**src/rtl/wprot_pkg.sv**
```systemverilog
package wprot_pkg;
  localparam int ID_W   = 16;
  localparam int KEY_W  = 8;
  localparam int CMD_W  = KEY_W + ID_W;
  localparam int NPROT  = 46;
  localparam int IDX_W  = $clog2(NPROT);
  localparam int A_BASE = 0;
  localparam int A_W    = 15;
  localparam int B_BASE = 15;
  localparam int B_W    = 14;
  localparam int C_BASE = 29;
  localparam int C_W    = 17;
  localparam int MAX_ID = 57;

  typedef enum logic [1:0] {OP_NONE = 2'd0, OP_CLR = 2'd1, OP_SET = 2'd2, OP_LOCK = 2'd3} op_e;

  typedef struct packed {
    logic             hit;
    logic [IDX_W-1:0] idx;
  } map_t;

  // Translate a peripheral identifier into a protect-bit index.
  function automatic map_t id_map(input logic [ID_W-1:0] id);
    map_t m;
    int   v;
    v = int'(id);
    m.hit = 1'b1;
    m.idx = '0;
    if (v == 0)                    m.idx = IDX_W'(0);
    else if (v <= 2)               m.idx = IDX_W'(1);
    else if (v <= 15)              m.idx = IDX_W'(v - 1);
    else if (v >= 20 && v <= 22)   m.idx = IDX_W'(v - 5);
    else if (v >= 25 && v <= 35)   m.idx = IDX_W'(v - 7);
    else if (v >= 36 && v <= 50)   m.idx = IDX_W'(v - 7);
    else if (v == 54)              m.idx = IDX_W'(44);
    else if (v == 57)              m.idx = IDX_W'(45);
    else                           m.hit = 1'b0;
    return m;
  endfunction

  function automatic logic id_known(input logic [ID_W-1:0] id);
    return (int'(id) <= MAX_ID) && (id != ID_W'(16)) && (id != ID_W'(17));
  endfunction
endpackage

```
**src/rtl/wprot_cmd_dec.sv**
```systemverilog
module wprot_cmd_dec
  import wprot_pkg::*;
#(
  parameter int P_NPROT = NPROT,
  parameter int P_IDX_W = IDX_W
) (
  input  logic                apply,
  input  logic [KEY_W-1:0]    key,
  input  logic [ID_W-1:0]     id,
  input  logic [P_NPROT-1:0]  lock_vec,
  output logic                upd_en,
  output logic [P_IDX_W-1:0]  upd_idx,
  output op_e                 upd_op,
  output logic                cmd_err
);
  map_t m;
  logic key_ok, known, locked, soft_op;

  always_comb begin
    m       = id_map(id);
    key_ok  = (key <= KEY_W'(3));
    known   = id_known(id);
    locked  = m.hit && lock_vec[m.idx];
    soft_op = (key == KEY_W'(1)) || (key == KEY_W'(2));
    upd_op  = op_e'(key[1:0]);
    upd_idx = P_IDX_W'(m.idx);
    cmd_err = apply && (!key_ok || !known || (locked && soft_op));
    upd_en  = apply && key_ok && known && m.hit && (key != '0) && !(locked && soft_op);
  end
endmodule

```
**src/rtl/wprot_state.sv**
```systemverilog
module wprot_state
  import wprot_pkg::*;
#(
  parameter int P_NPROT = NPROT,
  parameter int P_IDX_W = IDX_W
) (
  input  logic               clk,
  input  logic               rst,
  input  logic               upd_en,
  input  logic [P_IDX_W-1:0] upd_idx,
  input  op_e                upd_op,
  output logic [P_NPROT-1:0] prot_q,
  output logic [P_NPROT-1:0] lock_q
);
  for (genvar i = 0; i < P_NPROT; i++) begin : g_bit
    logic sel;
    assign sel = upd_en && (upd_idx == P_IDX_W'(i));

    always_ff @(posedge clk) begin
      if (rst) begin
        prot_q[i] <= 1'b0;
        lock_q[i] <= 1'b0;
      end else if (sel) begin
        case (upd_op)
          OP_CLR:  prot_q[i] <= 1'b0;
          OP_SET:  prot_q[i] <= 1'b1;
          OP_LOCK: begin
            prot_q[i] <= 1'b1;
            lock_q[i] <= 1'b1;
          end
          default: ;
        endcase
      end
    end

    // a locked bit stays locked and protected until reset
    assert_lock_holds_R3: assert property (@(posedge clk) disable iff (rst)
      lock_q[i] |=> (lock_q[i] && prot_q[i]));
  end

  // protect bits move only when an update is issued
  assert_no_stray_update_R2: assert property (@(posedge clk) disable iff (rst)
    !upd_en |=> $stable(prot_q));
endmodule

```
**src/rtl/wprot_acc_chk.sv**
```systemverilog
module wprot_acc_chk
  import wprot_pkg::*;
#(
  parameter int P_NPROT = NPROT
) (
  input  logic               clk,
  input  logic               rst,
  input  logic               wr_valid,
  input  logic [ID_W-1:0]    wr_id,
  input  logic [P_NPROT-1:0] prot,
  output logic               acc_err
);
  map_t m;
  always_comb m = id_map(wr_id);

  always_ff @(posedge clk) begin
    if (rst) acc_err <= 1'b0;
    else     acc_err <= wr_valid && m.hit && prot[m.idx];
  end

  // a pulse always follows a write attempt one cycle earlier
  assert_pulse_has_cause_R10: assert property (@(posedge clk) disable iff (rst)
    acc_err |-> $past(wr_valid));
endmodule

```
**src/rtl/wprot_ctrl.sv**
```systemverilog
module wprot_ctrl
  import wprot_pkg::*;
(
  input  logic             clk,
  input  logic             rst,
  input  logic             cfg_we,
  input  logic             cfg_re,
  input  logic [2:0]       cfg_addr,
  input  logic [CMD_W-1:0] cfg_wdata,
  output logic [31:0]      cfg_rdata,
  input  logic             bus_wr_valid,
  input  logic [ID_W-1:0]  bus_wr_id,
  output logic             acc_err_o,
  output logic             err_o,
  output logic [NPROT-1:0] prot_o
);
  localparam logic [2:0] W_CMD = 3'd0;
  localparam logic [2:0] W_ERR = 3'd1;
  localparam logic [2:0] W_GA  = 3'd2;
  localparam logic [2:0] W_GB  = 3'd3;
  localparam logic [2:0] W_GC  = 3'd4;

  logic [CMD_W-1:0] cmd_q;
  logic             apply_q;
  logic             err_q;
  logic [NPROT-1:0] prot_q, lock_q;
  logic             upd_en, cmd_err;
  logic [IDX_W-1:0] upd_idx;
  op_e              upd_op;
  logic             err_clr;

  always_ff @(posedge clk) begin
    if (rst) begin
      cmd_q   <= '0;
      apply_q <= 1'b0;
    end else begin
      apply_q <= cfg_we && (cfg_addr == W_CMD);
      if (cfg_we && (cfg_addr == W_CMD)) cmd_q <= cfg_wdata;
    end
  end

  wprot_cmd_dec #(.P_NPROT(NPROT), .P_IDX_W(IDX_W)) dec_i (
    .apply    (apply_q),
    .key      (cmd_q[CMD_W-1:ID_W]),
    .id       (cmd_q[ID_W-1:0]),
    .lock_vec (lock_q),
    .upd_en   (upd_en),
    .upd_idx  (upd_idx),
    .upd_op   (upd_op),
    .cmd_err  (cmd_err)
  );

  wprot_state #(.P_NPROT(NPROT), .P_IDX_W(IDX_W)) state_i (
    .clk     (clk),
    .rst     (rst),
    .upd_en  (upd_en),
    .upd_idx (upd_idx),
    .upd_op  (upd_op),
    .prot_q  (prot_q),
    .lock_q  (lock_q)
  );

  wprot_acc_chk #(.P_NPROT(NPROT)) acc_i (
    .clk      (clk),
    .rst      (rst),
    .wr_valid (bus_wr_valid),
    .wr_id    (bus_wr_id),
    .prot     (prot_q),
    .acc_err  (acc_err_o)
  );

  assign err_clr = cfg_we && (cfg_addr == W_ERR) && cfg_wdata[0];

  always_ff @(posedge clk) begin
    if (rst)          err_q <= 1'b0;
    else if (cmd_err) err_q <= 1'b1;
    else if (err_clr) err_q <= 1'b0;
  end

  always_ff @(posedge clk) begin
    if (rst) cfg_rdata <= '0;
    else if (cfg_re) begin
      case (cfg_addr)
        W_CMD:   cfg_rdata <= 32'(cmd_q);
        W_ERR:   cfg_rdata <= 32'(err_q);
        W_GA:    cfg_rdata <= 32'(prot_q[A_BASE +: A_W]);
        W_GB:    cfg_rdata <= 32'(prot_q[B_BASE +: B_W]);
        W_GC:    cfg_rdata <= 32'(prot_q[C_BASE +: C_W]);
        default: cfg_rdata <= '0;
      endcase
    end
  end

  assign err_o  = err_q;
  assign prot_o = prot_q;

  // the error flag only drops through a clear write
  assert_err_sticky_R7: assert property (@(posedge clk) disable iff (rst)
    (err_q && !err_clr) |=> err_q);

  // a refused command changes no protect bit
  assert_refused_no_change_R7: assert property (@(posedge clk) disable iff (rst)
    cmd_err |=> $stable(prot_q) && $stable(lock_q));
endmodule

```
**config.mk**
```make
export PLATFORM = sky130hd
export DESIGN_NAME = wprot_ctrl
export DESIGN_NICKNAME = d
export VERILOG_FILES = /design/src/rtl/wprot_pkg.sv /design/src/rtl/wprot_cmd_dec.sv /design/src/rtl/wprot_state.sv /design/src/rtl/wprot_acc_chk.sv /design/src/rtl/wprot_ctrl.sv
export SDC_FILE = /design/constraint.sdc
export NUM_CORES = 1
export LEC_CHECK = 0
export ABC_CLOCK_PERIOD_IN_PS = 6200
export CAP_MARGIN = 20
export CORE_MARGIN = 5
export CORE_UTILIZATION = 25
export DETAILED_ROUTE_END_ITERATION = 10
export GPL_TIMING_DRIVEN = 0
export MAX_ROUTING_LAYER = met4
export SYNTH_ARGS = -nofsm -noshare
export SYNTH_HDL_FRONTEND = slang
export SYNTH_SLANG_ARGS = --single-unit
```
**constraint.sdc**
```tcl
create_clock -name clk -period 6.2 [get_ports clk]
set_clock_uncertainty 0.2 [all_clocks]
set_input_delay 1.24 -clock clk [delete_from_list [all_inputs] [get_ports clk]]
set_output_delay 1.24 -clock clk [all_outputs]
set_load 0.1 [all_outputs]
```
==> impl_metrics.toml <==
[setup_path]
r2r-start = "cmd_q[0]"
worst_path_max_delay_cell = "a311oi_1"
critical_path_class = "flop to flop"
crit_buf_inv = 6
crit_family = "compound AO/OA/AOI/OAI gates"
endpoint_kind = "flop"
r2r_cells = 18
crit_chain = "buf_2, inv_1, ha_1, buf_2, nor3b_1, o21ai_1, clkbuf_1, nand2_1, a311oi_1, buf_4, mux2i_1, mux2i_1, o2111ai_1, o21ai_1, or4_1, clkbuf_1, or2_1, o21ai_0"
required_ns = 6.35
r2r_end = "state_i.prot_q[43]"
max_stage_delay_ns = 0.96
cp.arrival_ns = 5.81
ff2ff_setup_slack_ns = 0.54
cp-start-kind = "flop"
crit_path_max_fanout = 10

[logic_synthesis]
async_flop_share_pct = 0
yosys.area.top_type = "dfxtp_1"
synth_edf_count = 0
synth.top_cells.by_count = "dfxtp_1, nand2_1, a21oi_1"
netlist_instances = 1020
synth_flop_cell = "dfxtp_1"
synth_area_mm2 = 0.00834
synth.most_common_cell = "dfxtp_1"
yosysWarnings = 0
synthTopCellsByArea = "dfxtp_1, mux2i_1, nand2_1, a21oi_1, nor2b_1"
ys_types = 80
netlist.area_leader.share_pct = 34.3
ys_ff_latch = 143
syn_area_per_cell_um2 = 8.18
synth.yosys.seq_area_share_pct = 34.3

[min_path]
holdPathEnd = "state_i.lock_q[0]"
worstHoldPathCells = 1
hp-class = "flop to flop"
hp-start = "state_i.lock_q[0]"

[die]
die_w_um = 193
core_area_mm2 = 0.0333
io_pins = 128
fp.dieH_um = 193
start_util_pct = 25.1
rows = 67
dieArea_mm2 = 0.0371

[power_and_ir_drop]
leakage_uw = 0.00359
p_per_area_mw_per_mm2 = 220
vdd_ir_drop_max_uv = 210

[placement]
placed_area_mm2 = 0.0101
io_buffers = 114
hpwl_mm = 24.3
place_congestion = 0.909

[drt]
drt_iter0_drc = 611
vias = 8342
wl_mm = 31.4
first_pass_iters = 5
wl_per_cell_um = 19.3
antenna_left = 0
drc_errors = 0
drt-vias-per-instance = 5.14

[sta]
post-route-period-util_pct = 91.2
fmax_mhz = 177
final.min_clock_period_ns = 5.66
tns_ns = 0
setup_violations = 0
final-hold-violation-count = 0
rsz0062_at_grt = "false"
final_max_slew_viol_count = 0
slew_headroom_pct = 20.4
tightest_slew_ns = 1.19

[clock_network]
post_cts_resized = 0
cts_tree = "built"
cts_setup_buffers = 0
htreeDepth = 4
cts_buffer_depth = 2
cts_root_buffer = "clkbuf_16"
cts_sinks = 143
insertion_delay_ns = 0.43
hold_buffers = 0
numCtsBuffers = 17
path_clk_slew_ns = 0.06

[global_routing]
grt_max_degree = 17
grt_pass1_vias = 7965
grt_pass1_wl_mm = 48.0
antenna_found_initial = 0
grt_overflow = 0
grt_usage_pct = 17.1

[cells_and_area]
area_growth_pct = 28.3
antenna_cells = 0
drive_gt1_share_pct = 9.11
finalInstanceArea_mm2 = 0.0107
final_nets = 1220

[flow_run]
maxCapViolations = 0

[outcome]
status = "completed"
## kinds of logic (layout without fill, tap and decap cells)
| logic type | count (synthesis) | in the layout | share of synthesized area [%] |
|---|---|---|---|
| multiplexers | 62 | 62 | 7.72 |
| AO/OA/AOI/OAI | 314 | 314 | 26.4 |
| adder cells (fa/ha/maj) | 10 | 10 | 1.50 |
| buffers and inverters | 104 | 252 | 5.80 |
| flip-flops | 143 | 143 | 34.3 |
| XOR/XNOR | 11 | 11 | 1.15 |
| AND/OR/NAND/NOR | 375 | 375 | 23.1 |
| other | 1 | 8 | 0.0449 |
## worst max-delay path by stage
stage                       startpoint                  to  slack, ns  cells past startpoint
after detailed placement  bus_wr_id[1]       acc_i.acc_err       0.22                     14
final                         cmd_q[0]  state_i.prot_q[43]       0.54                     18
after CTS                     cmd_q[0]  state_i.prot_q[45]       0.57                     18
after global routing          cmd_q[0]  state_i.prot_q[36]       0.17                     18
after floorplan           bus_wr_id[0]       acc_i.acc_err       1.56                     14
after global placement    bus_wr_id[1]       acc_i.acc_err       0.23                     14
## power breakdown
part | internal (µW) | switching (µW) | total (µW)
logic | 106 | 236 | 342
registers | 922 | 3.68 | 926
clock network | 652 | 434 | 1090
total | 1680 | 674 | 2350
## area by class of cell
type | count | area, µm²
Inverter | 13 | 48.8
Clock buffer | 19 | 443
Clock inverter | 13 | 178
Fill cell | 3508 | 22600
Buffer | 91 | 435
Multi-Input combinational cell | 780 | 5020
Tap cell | 448 | 561
Sequential cell | 143 | 2860
Timing Repair Buffer | 116 | 1160
## state kept, by name, summed over array words and instances, names as in the netlist
register,cells
state_i.lock_q,46
state_i.prot_q,46
cfg_rdata,24
cmd_q,24
acc_i.acc_err,1
apply_q,1
err_o,1
## worst reg2reg max path: stages (launching register included)
cell and delay (ns):
dfxtp_1 0.35, buf_2 0.26, inv_1 0.13, ha_1 0.20, buf_2 0.16, nor3b_1 0.14
o21ai_1 0.22, clkbuf_1 0.36, nand2_1 0.15, a311oi_1 0.96, buf_4 0.38, mux2i_1 0.23
mux2i_1 0.13, o2111ai_1 0.27, o21ai_1 0.16, or4_1 0.50, clkbuf_1 0.21, or2_1 0.36
o21ai_0 0.20
## through the flow
stage	instances	setup WS, ns	power [µW]	util (%)	hold WS [ns]
after global routing	1623	0.172	2430	32.2	0.276
final	1623	0.543	2350	32.2	0.263
after CTS	1622	0.572	2360	32.2	0.261
after global placement	1589	0.233	1280	30.3	0.240
after floorplan	1027	1.56	1170	-	0.224
after detailed placement	1590	0.217	1280	30.3	0.241
## cell usage in the layout, fill, tap and decap left out, types with 7 or more instances in the layout
cell | synthesis | layout
dfxtp_1 | 143 | 143
nand2_1 | 131 | 131
clkdlybuf4s50_1 | 0 | 114
a21oi_1 | 77 | 77
nor2_1 | 67 | 67
nor2b_1 | 59 | 59
clkbuf_1 | 53 | 54
mux2i_1 | 52 | 52
o21ai_0 | 44 | 44
o31ai_1 | 43 | 43
o2bb2ai_1 | 38 | 38
nand3_1 | 30 | 30
o21ai_1 | 20 | 20
buf_2 | 18 | 18
clkbuf_16 | 0 | 17
o311ai_0 | 16 | 16
inv_1 | 12 | 12
buf_4 | 11 | 11
and2_1 | 11 | 11
ha_1 | 10 | 10
nand2b_1 | 9 | 9
nor3_1 | 9 | 9
mux2_2 | 9 | 9
o2bb2ai_2 | 9 | 9
conb_1 | 1 | 8
nand4_1 | 7 | 7
## layer usage
metal	up-vias	wire, µm	global-route usage [%]
li1	4023	-	-
met4	0	777	4.69
met2	306	14800	27.9
met3	58	1990	2.70
met1	3955	13800	22.1
met5	-	0	-
Note: power is estimated with default switching activity, not from simulation.
